<file path="config.mk">
export PLATFORM = sky130hd
export DESIGN_NAME = cfg_word_loader
export DESIGN_NICKNAME = d
export VERILOG_FILES = /design/src/rtl/cfg_loader_pkg.sv /design/src/rtl/cfg_shift_reg.sv /design/src/rtl/cfg_phase_timer.sv /design/src/rtl/cfg_word_loader.sv
export SDC_FILE = /design/constraint.sdc
export NUM_CORES = 1
export LEC_CHECK = 0
export BUFFER_PORTS_ARGS = -buffer_cell sky130_fd_sc_hd__buf_2
export CAP_MARGIN = 20
export CORE_MARGIN = 10
export CORE_UTILIZATION = 35
export CTS_CLUSTER_SIZE = 12
export DETAILED_ROUTE_END_ITERATION = 8
export PLACE_DENSITY = 0.54
export SKIP_LAST_GASP = 1
export SLEW_MARGIN = 40
export SYNTH_ARGS = -nofsm -noshare
export SYNTH_HDL_FRONTEND = slang
export SYNTH_SLANG_ARGS = --single-unit
</file>
<file path="constraint.sdc">
create_clock -name clk_i -period 7.5 [get_ports clk_i]
set_clock_uncertainty 0.2 [all_clocks]
set_input_delay 0.375 -clock clk_i [delete_from_list [all_inputs] [get_ports clk_i]]
set_output_delay 0.375 -clock clk_i [all_outputs]
set_load 0.05 [all_outputs]
</file>
<file path="src/rtl/cfg_loader_pkg.sv">
`timescale 1ns/1ps
package cfg_loader_pkg;

  typedef enum logic [2:0] {
    ST_IDLE, ST_BIT_LO, ST_BIT_HI, ST_GAP, ST_STROBE, ST_LOCK
  } ld_state_e;

  function automatic int ceil_div(input int num, input int den);
    return (num + den - 1) / den;
  endfunction

  function automatic int max2(input int a, input int b);
    return (a > b) ? a : b;
  endfunction

endpackage

</file>
<file path="src/rtl/cfg_shift_reg.sv">
`timescale 1ns/1ps
module cfg_shift_reg #(
  parameter int WIDTH = 160
) (
  input  logic             clk_i,
  input  logic             rst_ni,
  input  logic             cap_i,
  input  logic [WIDTH-1:0] word_i,
  input  logic             shift_i,
  output logic             msb_o
);
  logic [WIDTH-1:0] sr_q;

  always_ff @(posedge clk_i or negedge rst_ni) begin
    if (!rst_ni)      sr_q <= '0;
    else if (cap_i)   sr_q <= word_i;
    else if (shift_i) sr_q <= {sr_q[WIDTH-2:0], 1'b0};
  end

  assign msb_o = sr_q[WIDTH-1];
endmodule

</file>
<file path="src/rtl/cfg_phase_timer.sv">
`timescale 1ns/1ps
module cfg_phase_timer #(
  parameter int CNT_W = 8
) (
  input  logic             clk_i,
  input  logic             rst_ni,
  input  logic             load_i,
  input  logic [CNT_W-1:0] val_i,
  output logic             zero_o
);
  logic [CNT_W-1:0] cnt_q;

  always_ff @(posedge clk_i or negedge rst_ni) begin
    if (!rst_ni)          cnt_q <= '0;
    else if (load_i)      cnt_q <= val_i;
    else if (cnt_q != '0) cnt_q <= cnt_q - 1'b1;
  end

  assign zero_o = (cnt_q == '0);
endmodule

</file>
<file path="src/rtl/cfg_word_loader.sv">
`timescale 1ns/1ps
module cfg_word_loader
  import cfg_loader_pkg::*;
#(
  parameter int WORD_W             = 160,
  parameter int CLK_PERIOD_PS      = 5000,
  parameter int SETUP_PS           = 10000,
  parameter int HOLD_PS            = 10000,
  parameter int GAP_PS             = 10000,
  parameter int STROBE_PS          = 40000,
  parameter int SCLK_MIN_PERIOD_PS = 33334,
  parameter int LOCK_CYCLES        = 2000000
) (
  input  logic              clk_i,
  input  logic              rst_ni,
  input  logic              start_i,
  input  logic [WORD_W-1:0] word_i,
  output logic              busy_o,
  output logic              done_o,
  output logic              sclk_o,
  output logic              data_o,
  output logic              strobe_o,
  output logic              out_en_o
);
  localparam int HALF_PS  = (SCLK_MIN_PERIOD_PS + 1) / 2;
  localparam int LO_CYC   = max2(1, max2(ceil_div(SETUP_PS, CLK_PERIOD_PS), ceil_div(HALF_PS, CLK_PERIOD_PS)));
  localparam int HI_CYC   = max2(1, max2(ceil_div(HOLD_PS, CLK_PERIOD_PS), ceil_div(HALF_PS, CLK_PERIOD_PS)));
  localparam int GAP_CYC  = max2(1, ceil_div(GAP_PS, CLK_PERIOD_PS));
  localparam int STB_CYC  = max2(1, ceil_div(STROBE_PS, CLK_PERIOD_PS));
  localparam int LOCK_CYC = max2(1, LOCK_CYCLES);
  localparam int MAX_CYC  = max2(max2(LO_CYC, HI_CYC), max2(max2(GAP_CYC, STB_CYC), LOCK_CYC));
  localparam int TMR_W    = $clog2(MAX_CYC + 1);
  localparam int BIT_W    = $clog2(WORD_W);
  localparam logic [BIT_W-1:0] LAST_BIT = BIT_W'(WORD_W - 1);

  ld_state_e        st_q, st_d;
  logic             sclk_q, sclk_d, stb_q, stb_d, oe_q, oe_d;
  logic             busy_q, busy_d, done_q, done_d;
  logic [BIT_W-1:0] bit_q, bit_d;
  logic             tmr_load, tmr_zero, cap, shift;
  logic [TMR_W-1:0] tmr_val;

  cfg_shift_reg #(.WIDTH(WORD_W)) u_sreg (
    .clk_i, .rst_ni, .cap_i(cap), .word_i, .shift_i(shift), .msb_o(data_o)
  );

  cfg_phase_timer #(.CNT_W(TMR_W)) u_tmr (
    .clk_i, .rst_ni, .load_i(tmr_load), .val_i(tmr_val), .zero_o(tmr_zero)
  );

  always_comb begin
    st_d = st_q; sclk_d = sclk_q; stb_d = stb_q; oe_d = oe_q;
    busy_d = busy_q; done_d = 1'b0; bit_d = bit_q;
    tmr_load = 1'b0; tmr_val = '0; cap = 1'b0; shift = 1'b0;
    unique case (st_q)
      ST_IDLE: if (start_i) begin
        cap = 1'b1; busy_d = 1'b1; oe_d = 1'b0; bit_d = '0;
        st_d = ST_BIT_LO; tmr_load = 1'b1; tmr_val = TMR_W'(LO_CYC - 1);
      end
      ST_BIT_LO: if (tmr_zero) begin
        sclk_d = 1'b1; st_d = ST_BIT_HI;
        tmr_load = 1'b1; tmr_val = TMR_W'(HI_CYC - 1);
      end
      ST_BIT_HI: if (tmr_zero) begin
        sclk_d = 1'b0; shift = 1'b1; tmr_load = 1'b1;
        if (bit_q == LAST_BIT) begin
          st_d = ST_GAP; tmr_val = TMR_W'(GAP_CYC - 1);
        end else begin
          bit_d = bit_q + 1'b1; st_d = ST_BIT_LO; tmr_val = TMR_W'(LO_CYC - 1);
        end
      end
      ST_GAP: if (tmr_zero) begin
        stb_d = 1'b1; st_d = ST_STROBE;
        tmr_load = 1'b1; tmr_val = TMR_W'(STB_CYC - 1);
      end
      ST_STROBE: if (tmr_zero) begin
        stb_d = 1'b0; oe_d = 1'b1; st_d = ST_LOCK;  // release only once committed
        tmr_load = 1'b1; tmr_val = TMR_W'(LOCK_CYC - 1);
      end
      ST_LOCK: if (tmr_zero) begin
        done_d = 1'b1; busy_d = 1'b0; st_d = ST_IDLE;
      end
      default: st_d = ST_IDLE;
    endcase
  end

  always_ff @(posedge clk_i or negedge rst_ni) begin
    if (!rst_ni) begin
      st_q <= ST_IDLE; sclk_q <= 1'b0; stb_q <= 1'b0; oe_q <= 1'b0;
      busy_q <= 1'b0; done_q <= 1'b0; bit_q <= '0;
    end else begin
      st_q <= st_d; sclk_q <= sclk_d; stb_q <= stb_d; oe_q <= oe_d;
      busy_q <= busy_d; done_q <= done_d; bit_q <= bit_d;
    end
  end

  assign sclk_o   = sclk_q;
  assign strobe_o = stb_q;
  assign out_en_o = oe_q;
  assign busy_o   = busy_q;
  assign done_o   = done_q;

  assert_no_sclk_under_strobe_R4: assert property (@(posedge clk_i) disable iff (!rst_ni)
    strobe_o |-> (!sclk_o && $stable(sclk_o)));
  assert_data_stable_at_rise_R5: assert property (@(posedge clk_i) disable iff (!rst_ni)
    $rose(sclk_o) |-> $stable(data_o));
  assert_oe_follows_strobe_R8: assert property (@(posedge clk_i) disable iff (!rst_ni)
    $rose(out_en_o) |-> $fell(strobe_o));
  assert_done_single_R9: assert property (@(posedge clk_i) disable iff (!rst_ni)
    done_o |=> !done_o);
  assert_done_not_busy_R9: assert property (@(posedge clk_i) disable iff (!rst_ni)
    done_o |-> !busy_o);
  assert_start_busy_ignored_R3: assert property (@(posedge clk_i) disable iff (!rst_ni)
    (busy_o && start_i && !done_o) |=> (busy_o || done_o));
endmodule

</file>
# == Word level (Yosys, flattened, before mapping) ==
# Index checks and enable logic that the tools add are counted.
# totals
reg_bits,197
input_bits,163
out_inout_bits,6
word_cells,78
# op_classes
add_sub_neg,2
eq_ne,13
mux,37
n_reduce_logical,17
# ops
op,n
$mux 160,2
$pmux 21 s5,1
$mux 21,3
$mux 8,3
$logic_not 21->1,1
$mux 3,7
$reduce_bool 21->1,1
$sub 21x1->21 const B,1
$pmux 3 s6,1
$pmux 8 s2,1
$ne 2x2->1 const B,7
$reduce_bool 2->1,7
$reduce_and 3->1,4
$mux 2,5
$pmux 1 s2,5
$mux 1,9
$add 8x1->8 const B,1
$eq 8x8->1 const B,1
$eq 3x2->1 const B,2
$eq 3x3->1 const B,2
$reduce_and 6->1,1
$reduce_and 4->1,1
$reduce_or 4->1,1
$eq 3x1->1 const B,1
$logic_not 3->1,1

# == Depth between registers and ports, before layout ==
# logic_depth
word_depth,5
mapped_depth,9
depth_no_buf,7

# == By module ==
# A second synthesis with hierarchy kept.
# hier_totals
hier_cells,927
hier_area_um2,9562.9
# modules_own_cells
module,instances,cells_per_inst,area_per_inst_um2
cfg_shift_reg,1,693,7353.3
cfg_phase_timer,1,129,1297.5
cfg_word_loader,1,105,912.1

# == Least setup slack after synthesis ==
# OpenSTA, ideal clock, no wires.
# synth_path
kind,reg2reg
start,reg u_tmr.cnt_q[6]
end,reg u_sreg.sr_q[100]
arrival_time_ns,2.264
required_time_ns,7.182
path_slack_ns,4.918
stages_incl_launch_ff,9
n_path_buf,3
cell_sequence,dfrtp_1 -> or4_1 -> buf_2 -> or3_1 -> nor3_2 -> nor2_1 -> clkbuf_1 -> buf_2 -> a21o_1
# synth_between
elab_chain_len,4
# synth_lines
element,line_no,rtl
from (decl),cfg_phase_timer.sv:11,logic [CNT_W-1:0] cnt_q;
from (signal assigned),cfg_phase_timer.sv:15,else if (load_i) cnt_q <= val_i;
from (signal assigned),cfg_phase_timer.sv:16,else if (cnt_q != '0) cnt_q <= cnt_q - 1'b1;
$logic_not 21->1,cfg_phase_timer.sv:19,assign zero_o = (cnt_q == '0);
$mux 1,cfg_word_loader.sv:64,ST_BIT_HI: if (tmr_zero) begin
$mux 1,cfg_word_loader.sv:55,unique case (st_q)
$reduce_bool 2->1 (no line),--,
to (signal assigned),cfg_shift_reg.sv:16,else if (cap_i) sr_q <= word_i;
to (signal assigned),cfg_shift_reg.sv:17,"else if (shift_i) sr_q <= {sr_q[WIDTH-2:0], 1'b0};"
to (decl),cfg_shift_reg.sv:12,logic [WIDTH-1:0] sr_q;
# No other way between the ends.
# A chain may end at the register's enable or synchronous reset.

# == Worst setup path after layout ==
# layout_path
start,reg u_tmr.cnt_q[6]
end,reg u_sreg.sr_q[9]
# The elaborated chain is that of the path after synthesis.

==> reports/results.txt <==
status: complete, no violations
Yosys top cell area share: 55.5%
die extent in x: 179 µm
final setup vio count: 0
Sink Count: 197
fin crit period: 3.33 ns
share of layout cells above drive strength 1: 23.5%
main combinational cell family by area after synthesis: compound AO/OA/AOI/OAI gates
Critical Path, Cell by Cell: or4_1 -> or3_1 -> nor3_4 -> buf_4 -> buf_6 -> a22o_1 -> a21o_1
final-report hold violation count: 0
ys async rst share: 100%
Synth Area in Adders: 0.423%
Fmax: 300 MHz
Worst-Skew Late Latency: 0.43 ns
Post-Syn Instances: 768
full die area: 32,100 µm²
GRT Residual Overflow: 0
Initial Utilization: 35.5%
top post-synthesis cells by area: dfrtp_1 56%, a22o_1 15%, a21o_1 13%
Crit Path Class: reg2reg
initial antenna violation count: 1
vias in the first global route: 6,809
Clk pin slew, worst setup/hold paths: 0.09 ns
worst-margin pin slew: 0.745 ns
Root Buffer: clkbuf_16
nets: 1,072
setup_tns: 0 ns
drt drc: 0
post_cts resized: 0
Netlist cell types: 42
DRT iter0 DRCs: 538
warnings from Yosys: 0
buffers added on ports: 168
Synth-to-Final Area Change: 20.3%
Routed WL per cell: 17.9 µm
pwr/cell area: 240 nW/µm²
Post-Syn Nets: 934
complex-gate fraction of the synthesized area: 32.1%
Lkg Pwr: 5.75 nW
Synth Area in XOR/XNOR: 1.58%
Tcrit/Tclk final: 44.4%
total design power: 2.56 mW
leading area contributor after synthesis: dfrtp_1
Post-Place Setup Slack: 3.72 ns
number of flops mapped to enable cells by yosys: 0
DP Cell Count: 1,208
Die H: 179 µm
arrival time at the worst endpoint: 3.50 ns
Worst setup EP type: flop
RSZ-0062 raised after global routing: no
syn_area_per_cell: 11.6 µm²
synthesized flop and latch total: 197
DR vias/cell: 5.34
slowest cell on the critical path: or4_1
Top Ports: 169
Crit path largest cell delay: 0.66 ns
max-cap viol count: 0
Layout Cells excl Fill: 1,250
Synth Area in Simple Gates: 6.10%
CP required: 7.67 ns
sequential share of the synthesized area: 55.5%
top_reg_cell synth: dfrtp_1
CTS tree: done
Hold Path Class: in2reg
TritonCTS buffer count: 17
Slew Viols, Final: 0
Max VDD drop: 0.000134 V
HPWL after DPL: 14.4 mm
row count: 58
mux contribution to synthesized area: 0.789%
final setup margin: 4.17 ns
CTS max path bufs: 2
1st-pass router iterations: 4
final WL: 22.4 mm
via count: 6,679
Tot GR Track Use: 13.6%
Routed Antenna Nets: 0
type of origin of the critical path: flop
first-pass GRT wire length: 35.7 mm
RePlAce Congestion: 0.800
largest net degree at the start of global routing: 125
Max transition margin: 50.4%
fin util: 42.6%
Core ar.: 25,000 µm²
largest fanout on the critical path: 84
htree depth: 4
Post-Syn Area: 8880 µm²
==> placed cells by master (no fill, tap or decap), types with 14 or more instances in the layout <==
cell type and n:
nor2_1 23, a21oi_1 20, o21ai_0 24, a22o_1 153, a21o_1 153, dfrtp_1 197
nand2_1 20, clkbuf_16 18, nor3_1 14, buf_2 167
==> cells by family after synthesis <==
group                    after synthesis
XOR/XNOR                              16
flip-flops                           197
adder cells (fa/ha/maj)                3
multiplexers                           7
AO/OA/AOI/OAI                        367
AND/OR/NAND/NOR                      105
buffers and inverters                 73
==> layer usage <==
metal | wire length [µm] | vias to the layer above | global-route usage (%) | part of all wire, %
met5 | 13 | - | 0 | 0.058
met4 | 253 | 2 | 4.30 | 1.1
met3 | 1330 | 17 | 3.05 | 5.9
met2 | 9930 | 158 | 20.3 | 44
met1 | 10800 | 3331 | 19.2 | 48
li1 | - | 3171 | - | -
==> report_power, final <==
group	switching (mW)	internal, mW
registers	0.109	1.22
logic	0.142	0.164
clock network	0.476	0.456
==> stage by stage <==
step,hold WS (ns),instance area [µm²]
CTS,0.0151,10700
floorplan,-0.121,8880
global placement,0.257,9940
global route,0.0237,10700
finish,0.0335,10700
detailed placement,0.218,9970
==> cells in the mapped netlist, types with 10 or more instances <==
master and n:
a21oi_1 20, a22o_1 153, clkbuf_1 37, o21ai_0 24
dfrtp_1 197, nand3_1 10, buf_2 28, xor2_1 10
nor3_1 14, nand2_1 20, a21o_1 153, nor2_1 26
==> worst paths after layout <==
check                            startpoint               end  slack (ns)  cells after the start
min in group asynchronous            rst_ni  u_sreg.sr_q[138]        0.27                      2
setup reg to reg             u_tmr.cnt_q[6]    u_sreg.sr_q[9]        4.17                      7
hold reg to reg            u_sreg.sr_q[115]  u_sreg.sr_q[115]        0.28                      1
setup / recovery             u_tmr.cnt_q[6]    u_sreg.sr_q[9]        4.17                      7
hold / removal                   word_i[77]   u_sreg.sr_q[77]        0.03                      3
max in group asynchronous            rst_ni  u_sreg.sr_q[107]        5.72                      3
==> critical path: cells and delay by family, from the launching register on <==
kind / cells / cell delay [ns]
AND/OR/NAND/NOR: 3 / 1.45
buffers and inverters: 2 / 0.83
flip-flops: 1 / 0.41
AO/OA/AOI/OAI: 2 / 0.33
==> sequential cells by signal, summed over array words and instances (netlist names) <==
| register | cells |
|---|---|
| done_o | 1 |
| u_sreg.sr_q | 160 |
| busy_o | 1 |
| strobe_o | 1 |
| out_en_o | 1 |
| u_tmr.cnt_q | 21 |
| sclk_o | 1 |
| bit_q | 8 |
| st_q | 3 |
==> what timing repair did <==
action,CTS,global route
hold buffers,8,0
endpoints found under the hold margin,130,0
buffers inserted,0,0
==> layout make-up <==
class | count | area [µm²]
Antenna cell | 1 | 2.50
Clock buffer | 17 | 425
Clock inverter | 15 | 181
Fill cell | 2437 | 14400
Inverter | 8 | 30.0
Multi-Input combinational cell | 498 | 3660
Sequential cell | 197 | 4930
Tap cell | 330 | 413
Timing Repair Buffer | 184 | 1030
(Power assumes the default switching activity.)
